### src/rtl/cmt_pkg.sv
package cmt_pkg;

    typedef enum logic [1:0] {
        SEL_START = 2'd0,
        SEL_CSR   = 2'd1,
        SEL_COUNT = 2'd2,
        SEL_CONST = 2'd3
    } reg_sel_e;

    localparam int CSR_FLAG_BIT = 7;
    localparam int CSR_IE_BIT   = 6;
    localparam int CLK_SEL_W    = 2;

    typedef struct packed {
        logic                 flag;
        logic                 ie;
        logic [CLK_SEL_W-1:0] clk_sel;
    } csr_t;

    function automatic int div_log2(input int base, input int step, input int sel);
        return base + step * sel;
    endfunction

endpackage

### src/rtl/cmt_prescaler.sv
module cmt_prescaler
    import cmt_pkg::*;
#(
    parameter int BASE_LOG2 = 3,
    parameter int STEP_LOG2 = 2
) (
    input  logic                 clk,
    input  logic                 rst,
    input  logic                 start,
    input  logic                 sw_stby,
    input  logic                 mod_stby,
    input  logic [CLK_SEL_W-1:0] clk_sel,
    output logic                 tick
);
    localparam int NUM_DIV = 1 << CLK_SEL_W;
    localparam int PRE_W   = div_log2(BASE_LOG2, STEP_LOG2, NUM_DIV - 1);

    logic [PRE_W-1:0] pre_q;
    logic [PRE_W-1:0] mask_tab [NUM_DIV];
    logic [PRE_W-1:0] sel_mask;

    for (genvar g = 0; g < NUM_DIV; g++) begin : g_mask
        assign mask_tab[g] = {PRE_W{1'b1}} >> (PRE_W - div_log2(BASE_LOG2, STEP_LOG2, g));
    end

    assign sel_mask = mask_tab[clk_sel];

    always_ff @(posedge clk) begin
        if (rst || !start || sw_stby) begin
            pre_q <= '0;
        end else if (!mod_stby) begin
            pre_q <= pre_q + 1'b1;
        end
    end

    assign tick = start && !sw_stby && !mod_stby && ((pre_q & sel_mask) == sel_mask);

    // a stopped prescaler restarts from zero
    assert_pre_stop_R7: assert property (@(posedge clk) disable iff (rst)
        !start |=> (pre_q == '0));

endmodule

### src/rtl/cmt_counter.sv
module cmt_counter #(
    parameter int CNT_W = 16
) (
    input  logic             clk,
    input  logic             rst,
    input  logic             tick,
    input  logic             stop,
    input  logic             sw_stby,
    input  logic             mod_stby,
    input  logic             cnt_wr,
    input  logic [CNT_W-1:0] wdata,
    input  logic [CNT_W-1:0] cmp,
    output logic [CNT_W-1:0] cnt,
    output logic             match_evt
);
    logic [CNT_W-1:0] cnt_q;
    logic             at_const;

    assign at_const  = (cnt_q == cmp);
    assign match_evt = tick && !cnt_wr && !sw_stby && at_const;

    always_ff @(posedge clk) begin
        if (rst || sw_stby || stop) begin
            cnt_q <= '0;
        end else if (cnt_wr) begin
            cnt_q <= wdata;
        end else if (tick) begin
            cnt_q <= at_const ? '0 : cnt_q + 1'b1;
        end
    end

    assign cnt = cnt_q;

    assert_match_wrap_R1: assert property (@(posedge clk) disable iff (rst)
        (tick && !cnt_wr && !sw_stby && (cnt_q == cmp)) |=> (cnt_q == '0));
    assert_count_step_R2: assert property (@(posedge clk) disable iff (rst)
        (tick && !cnt_wr && !stop && !sw_stby && (cnt_q != cmp)) |=> (cnt_q == $past(cnt_q) + 1'b1));
    assert_stop_clear_R3: assert property (@(posedge clk) disable iff (rst)
        stop |=> (cnt_q == '0));
    assert_sw_standby_clear_R5: assert property (@(posedge clk) disable iff (rst)
        sw_stby |=> (cnt_q == '0));
    assert_mod_standby_hold_R6: assert property (@(posedge clk) disable iff (rst)
        (mod_stby && !sw_stby && !stop && !cnt_wr) |=> $stable(cnt_q));
    assert_write_wins_R10: assert property (@(posedge clk) disable iff (rst)
        (cnt_wr && !sw_stby) |=> (cnt_q == $past(wdata)));

endmodule

### src/rtl/cmt_regs.sv
module cmt_regs
    import cmt_pkg::*;
#(
    parameter int CNT_W = 16
) (
    input  logic                 clk,
    input  logic                 rst,
    input  logic [1:0]           bus_addr,
    input  logic                 bus_wr,
    input  logic                 bus_rd,
    input  logic [CNT_W-1:0]     bus_wdata,
    input  logic [CNT_W-1:0]     cnt,
    input  logic                 match_evt,
    output logic                 start,
    output logic [CLK_SEL_W-1:0] clk_sel,
    output logic [CNT_W-1:0]     cmp,
    output logic                 cnt_wr,
    output logic                 stop,
    output logic [CNT_W-1:0]     bus_rdata,
    output logic                 irq
);
    reg_sel_e         sel;
    csr_t             csr_q;
    logic             start_q;
    logic             seen_q;
    logic [CNT_W-1:0] cmp_q;
    logic             csr_wr;
    logic             flag_clr;

    assign sel      = reg_sel_e'(bus_addr);
    assign csr_wr   = bus_wr && (sel == SEL_CSR);
    assign flag_clr = csr_wr && !bus_wdata[CSR_FLAG_BIT] && seen_q;
    assign cnt_wr   = bus_wr && (sel == SEL_COUNT);
    assign stop     = bus_wr && (sel == SEL_START) && !bus_wdata[0] && start_q;

    always_ff @(posedge clk) begin
        if (rst) begin
            start_q <= 1'b0;
            csr_q   <= '0;
            seen_q  <= 1'b0;
            cmp_q   <= '1;
        end else begin
            if (bus_wr && (sel == SEL_START)) start_q <= bus_wdata[0];
            if (bus_wr && (sel == SEL_CONST)) cmp_q <= bus_wdata;
            if (csr_wr) begin
                csr_q.ie      <= bus_wdata[CSR_IE_BIT];
                csr_q.clk_sel <= bus_wdata[CLK_SEL_W-1:0];
                seen_q        <= 1'b0;
            end else if (bus_rd && (sel == SEL_CSR) && csr_q.flag) begin
                seen_q <= 1'b1;
            end
            if (match_evt)     csr_q.flag <= 1'b1;
            else if (flag_clr) csr_q.flag <= 1'b0;
        end
    end

    always_comb begin
        bus_rdata = '0;
        case (sel)
            SEL_START: bus_rdata[0] = start_q;
            SEL_CSR: begin
                bus_rdata[CSR_FLAG_BIT]    = csr_q.flag;
                bus_rdata[CSR_IE_BIT]      = csr_q.ie;
                bus_rdata[CLK_SEL_W-1:0]   = csr_q.clk_sel;
            end
            SEL_COUNT: bus_rdata = cnt;
            default:   bus_rdata = cmp_q;
        endcase
    end

    assign start   = start_q;
    assign clk_sel = csr_q.clk_sel;
    assign cmp     = cmp_q;
    assign irq     = csr_q.flag && csr_q.ie;

    assert_set_wins_R8: assert property (@(posedge clk) disable iff (rst)
        match_evt |=> csr_q.flag);
    assert_clear_needs_read_R8: assert property (@(posedge clk) disable iff (rst)
        (csr_q.flag && !seen_q) |=> csr_q.flag);
    assert_irq_needs_flag_R9: assert property (@(posedge clk) disable iff (rst)
        (!csr_q.flag && !match_evt) |=> !irq);

endmodule

### src/rtl/cmt_timer.sv
module cmt_timer
    import cmt_pkg::*;
#(
    parameter int CNT_W     = 16,
    parameter int BASE_LOG2 = 3,
    parameter int STEP_LOG2 = 2
) (
    input  logic             clk,
    input  logic             rst,
    input  logic             sw_stby,
    input  logic             mod_stby,
    input  logic [1:0]       bus_addr,
    input  logic             bus_wr,
    input  logic             bus_rd,
    input  logic [CNT_W-1:0] bus_wdata,
    output logic [CNT_W-1:0] bus_rdata,
    output logic             irq
);
    logic                 start;
    logic [CLK_SEL_W-1:0] clk_sel;
    logic [CNT_W-1:0]     cmp;
    logic [CNT_W-1:0]     cnt;
    logic                 cnt_wr;
    logic                 stop;
    logic                 tick;
    logic                 match_evt;

    cmt_regs #(.CNT_W(CNT_W)) u_regs (
        .clk(clk), .rst(rst), .bus_addr(bus_addr), .bus_wr(bus_wr), .bus_rd(bus_rd),
        .bus_wdata(bus_wdata), .cnt(cnt), .match_evt(match_evt), .start(start),
        .clk_sel(clk_sel), .cmp(cmp), .cnt_wr(cnt_wr), .stop(stop),
        .bus_rdata(bus_rdata), .irq(irq)
    );

    cmt_prescaler #(.BASE_LOG2(BASE_LOG2), .STEP_LOG2(STEP_LOG2)) u_pre (
        .clk(clk), .rst(rst), .start(start), .sw_stby(sw_stby), .mod_stby(mod_stby),
        .clk_sel(clk_sel), .tick(tick)
    );

    cmt_counter #(.CNT_W(CNT_W)) u_cnt (
        .clk(clk), .rst(rst), .tick(tick), .stop(stop), .sw_stby(sw_stby),
        .mod_stby(mod_stby), .cnt_wr(cnt_wr), .wdata(bus_wdata), .cmp(cmp),
        .cnt(cnt), .match_evt(match_evt)
    );

endmodule

### config.mk
export PLATFORM = sky130hd
export DESIGN_NAME = cmt_timer
export DESIGN_NICKNAME = d
export VERILOG_FILES = /design/src/rtl/cmt_pkg.sv /design/src/rtl/cmt_prescaler.sv /design/src/rtl/cmt_counter.sv /design/src/rtl/cmt_regs.sv /design/src/rtl/cmt_timer.sv
export SDC_FILE = /design/constraint.sdc
export NUM_CORES = 1
export LEC_CHECK = 0
export CAP_MARGIN = 15
export CORE_ASPECT_RATIO = 2
export CORE_MARGIN = 2
export CORE_UTILIZATION = 49
export DETAILED_ROUTE_END_ITERATION = 16
export PLACE_DENSITY = 0.76
export SLEW_MARGIN = 40
export SYNTH_ARGS = -nofsm -noshare
export SYNTH_HDL_FRONTEND = slang
export SYNTH_SLANG_ARGS = --single-unit
### constraint.sdc
create_clock -name clk -period 1.7 [get_ports clk]
set_clock_uncertainty 0.2 [all_clocks]
set_input_delay 0.51 -clock clk [delete_from_list [all_inputs] [get_ports clk]]
set_output_delay 0.51 -clock clk [all_outputs]
set_load 0.005 [all_outputs]
Yosys cells after proc, flatten, opt, wreduce, memory -nomap -nowiden
Cells that the tools add are included.

word-level totals
  bits of input ports = 24
  output and inout bits = 17
  register bits after elaboration = 47

operators by class
  multiplexer cells = 13
  equality and inequality tests = 5
  bitwise logic cells = 2
  add/subtract/negate cells = 2
  $lt $le $gt $ge = 1
  reductions and logical operators = 32

operator list
  cell                                                              number
  16-bit 2-to-1 mux                                                 3
  9-bit binary-select mux with 2-bit select                         1
  9-bit 2-to-1 mux                                                  2
  1-bit logical AND                                                 17
  16-bit by 1-bit adder with 16-bit output (second input constant)  1
  16-bit == test                                                    1
  8-bit case mux with 2 select lines                                1
  9-bit by 1-bit adder with 9-bit output (second input constant)    1
  9-bit AND                                                         1
  9-bit == test                                                     1
  4-bit case mux with 2 select lines                                1
  1-bit zero test                                                   6
  1-bit case mux with 3 select lines                                2
  2-bit case mux with 3 select lines                                1
  2-bit == test (second input constant)                             2
  1-bit logical OR                                                  4
  2-bit nonzero test                                                2
  2-bit OR reduction                                                2
  3-bit greater-or-equal comparator (second input constant)         1
  2-bit NOT with 3-bit output                                       1
  2-bit by 1-bit == test with 1-bit output (second input constant)  1
  2-bit zero test                                                   1
  1-bit 2-to-1 mux                                                  2

Depth between registers and ports, before layout
  depth after elaboration = 11
  gate-level depth with buffers = 8
  gate-level depth less buffers = 6

By module
Synthesis repeated with hierarchy kept, for this count alone.

unflattened totals
  cells, all modules = 347
  area, all modules = 2995.4 um2

by module, submodules not included
  module         cells an instance  sequential area each (um2)  area an instance (um2)  instances
  cmt_counter    161                320.3                       1302.5                  1
  cmt_regs       139                440.4                       1262.5                  1
  cmt_prescaler  47                 180.2                       430.4                   1

Worst setup path before layout
No wires, ideal clock.

  path type = input to output
  from = input bus_addr[0]
  to = output bus_rdata[10]
  path slack = -0.203 ns
  data arrival time = 1.193 ns
  cell stages on the path = 4
  path through = buf_4 buf_2 mux2i_1 nor2b_1

between the ends
  word-level cells in the longest chain between the ends = 3

RTL lines
  element                                                                             line             source
  start, declared                                                                     cmt_timer.sv:12  input logic [1:0] bus_addr,
  2-bit by 1-bit == test with 1-bit output / 2-bit zero test (equally long branches)  cmt_regs.sv:59   case (sel)
  2-bit OR reduction (no source line)                                                 --
  8-bit case mux with 2 select lines *                                                cmt_regs.sv:59
  end, declared                                                                       cmt_timer.sv:16  output logic [CNT_W-1:0] bus_rdata,

Mark *: on every way between the ends. The rest lies on a longest branch, timed or not.

Worst setup path after layout
  from = input bus_addr[0]
  to = output bus_rdata[6]

between the ends
  word-level cells in the longest chain between the ends = 2

RTL lines
  element                                      line
  2-bit == test, or another cell as far along  cmt_regs.sv:59
  2-bit case mux with 3 select lines *         cmt_regs.sv:59

Marked as above.

==> flow_metrics.py <==
metrics = {
    "outcome": {
        "status": "finished with violations",
        "violations": "setup timing",
    },
    "final_layout": {
        "utilization_pct": 78.9,
        "design_area_mm2": 0.00443,
        "final_common_cell": "nand2_1",
        "final_cell_mix": "nand2_1 (78), buf_4 (63), dfxtp_1 (39), nand3_1 (27), xor2_1 (27)",
        "drive_above_1_share_pct": 39.0,
        "antenna_cells": 0,
        "nets": 479,
        "syn_to_final_growth_pct": 58.2,
        "stdcell_count": 515,
    },
    "synthesis": {
        "synth_edf_count": 0,
        "synth_top_family_by_area": "simple AND/OR/NAND/NOR gates",
        "syn_nets": 373,
        "yosys_warnings": 0,
        "synthesis.area_mm2": 0.00280,
        "synth.distinct_cells": 49,
        "synth_ff_type": "dfxtp_1",
        "synth_mux_area_share_pct": 7.02,
        "ys_ff_latch": 47,
        "syn_avg_cell_area_um2": 8.07,
        "seq_area_frac_synth_pct": 33.6,
        "synth-compound-area-share_pct": 13.0,
        "syn_inst": 347,
        "synth_fa_ha_area_share_pct": 0.894,
        "synth-simple-area-share_pct": 29.3,
        "async_reset_ff_share_pct": 0,
        "synth_xor_xnor_area_share_pct": 10.9,
    },
    "setup_path": {
        "regToRegSetupSlack_ns": -0.30,
        "critPathLaunchType": "primary input",
        "crit_arrival_ns": 1.34,
        "cpPeakStageDelay_ns": 0.28,
        "slowest_stage": "mux2_4",
        "r2r_cells": 8,
        "r2r-start": "u_cnt.cnt[7]$_SDFFE_PP0P_",
        "critPathKind": "primary input to output port",
        "rr_endpoint": "u_cnt.cnt[14]$_SDFFE_PP0P_",
        "path_cells": "buf_12 -> buf_6 -> mux2_4 -> a22o_1 -> buf_2",
        "worst-path-buf-inv": 3,
        "crit_required_ns": 0.99,
        "end_kind": "output port",
        "critPathTopFamily": "buffers and inverters",
        "critPathMaxFanout": 8,
    },
    "power_and_ir_drop": {
        "ir_drop_v": 0.000913,
        "total_power_mw": 2.72,
        "power_density_mw_per_mm2": 613,
        "leakagePower_nw": 1.88,
    },
    "drt": {
        "dr.pass1.iters": 5,
        "drtIter0Drc": 240,
        "wl_per_cell_um": 20.3,
        "drtAntennaViolNets": 0,
        "num_vias": 3117,
        "viasPerCell": 6.05,
        "routed_wl_um": 10500,
        "route.detailed.drc": 0,
    },
    "timing": {
        "worstMarginPinSlew_ns": 0.353,
        "fin_ws_ns": -0.353,
        "fin_crit_sh_pct": 121,
        "holdWs_ns": 0.277,
        "rsz0062_at_grt": "true",
        "final_max_slew_viol_count": 0,
        "fin_setup_tns_ns": -8.03,
        "final_hold_viol_count": 0,
        "max_clock_freq_ghz": 0.487,
        "period_minus_slack_ns": 2.05,
        "slew_headroom_pct": 76.1,
        "setup_viol": 34,
    },
    "die": {
        "fp.dieW_um": 57.5,
        "die-area_mm2": 0.00637,
        "initial_core_util_pct": 49.9,
        "fp-row-count": 39,
        "dieHeight_um": 111,
        "ios": 41,
        "core_mm2": 0.00561,
    },
    "cts": {
        "holdBufCountCts": 0,
        "htreeDepth": 2,
        "numCtsBuffers": 5,
        "insertion_delay_ns": 0.30,
        "cts_tree": "done",
        "cts_root_buf": "clkbuf_16",
        "clk_pin_slew_ns": 0.07,
        "cts_buffer_depth": 2,
        "clock_sinks": 47,
    },
    "grt": {
        "antenna_found_initial": 0,
        "grt_max_degree": 17,
        "track_usage_pct": 28.1,
        "grt_pass1_vias": 2943,
        "grt_pass1_wl_um": 14000,
        "grt_overflow_total": 0,
    },
    "run": {
        "cap_viol_max_count": 0,
    },
    "placement": {
        "dp.cells": 490,
        "port_buffers": 40,
        "place_area_mm2": 0.00377,
        "dp.final_hpwl_um": 5870,
        "routabilityCongestion": 0.957,
        "dp_slack_ns": -1.18,
    },
    "hold_path": {
        "hold-path-endpoint": "u_regs.seen_q$_SDFFE_PP0P_",
        "hold_depth": 2,
        "hold_class": "flop to flop",
        "hp-start": "u_regs.seen_q$_SDFFE_PP0P_",
    },
}
-- state kept, by name, summed over array words and instances (netlist names) --
name / flops
u_cnt.cnt: 16
u_regs.csr_q: 2
u_regs.cmp: 16
u_regs.seen_q: 1
u_regs.start: 1
u_regs.clk_sel: 2
u_pre.pre_q: 9
-- logic make-up after synthesis --
| kind of cell | after synthesis |
|---|---|
| AO/OA/AOI/OAI | 49 |
| XOR/XNOR | 35 |
| adder cells (fa/ha/maj) | 2 |
| buffers and inverters | 29 |
| flip-flops | 47 |
| multiplexers | 18 |
| AND/OR/NAND/NOR | 167 |
-- how the worst max path moves through the flow --
stage                 from  cells past startpoint                         end  slack (ns)
6_report       bus_addr[0]                      5                bus_rdata[6]       -0.35
5_1_grt        bus_addr[0]                      5                bus_rdata[6]       -0.37
4_1_cts        bus_addr[0]                      6                bus_rdata[6]       -0.46
3_5_place_dp   bus_addr[0]                      5                bus_rdata[6]       -1.18
3_3_place_gp   bus_addr[0]                      5                bus_rdata[7]       -1.13
2_1_floorplan     mod_stby                      6  u_cnt.cnt[10]$_SDFFE_PP0P_       -0.12
-- what timing repair did --
action	4_1_cts	5_1_grt
setup endpoints to repair	59	36
gates resized for setup	101	55
pin swaps	8	13
setup buffers	10	4
cloned	3	2
-- metal layers --
layer  up-vias  wire length, um  global-route usage [%]
li1       1430                -                       -
met1      1498             3840                    31.9
met2       148             5590                    48.9
met3        41              569                    4.78
met4         0              469                    13.2
met5         -                0                       0
-- cell type report --
type | instances | area [um2]
inverters | 3 | 11.3
repair buffers | 125 | 1180
fillers | 345 | 1180
multi-input cells | 271 | 2060
well taps | 61 | 76.3
clock buffers | 8 | 156
flip-flops and latches | 47 | 951
-- cell usage after synthesis (2+ instances only) --
cell	count	area [um2]
nand2_1	80	300
dfxtp_1	47	941
nand3_1	28	140
xor2_1	28	245
o22ai_1	16	100
a2bb2oi_1	15	131
mux2i_1	14	140
nor2b_1	13	81.3
buf_2	11	55.1
clkbuf_1	9	33.8
nor2_1	9	33.8
nor4_1	8	50.1
a21oi_1	7	35.0
xnor2_1	7	61.3
nand4_1	5	31.3
a22o_1	3	26.3
and3_1	3	18.8
mux2_2	3	33.8
nor3_1	3	15.0
and2_1	2	12.5
buf_4	2	15.0
buf_6	2	22.5
clkbuf_2	2	10.0
ha_1	2	25.0
inv_1	2	7.51
o21ai_0	2	10.0
or3_1	2	12.5
-- tightest hold or removal path, delay by kind of cell (launching register included) --
kind	cells	cell delay [ns]
flip-flops	1	0.30
AO/OA/AOI/OAI	1	0.06
buffers and inverters	1	0.07
-- power by group --
part / switching [mW] / total, mW / internal, mW
registers: 0.0253 / 1.16 / 1.13
clock network: 0.446 / 1.07 / 0.628
logic: 0.231 / 0.489 / 0.257
Power figures use the tool's default switching activity.
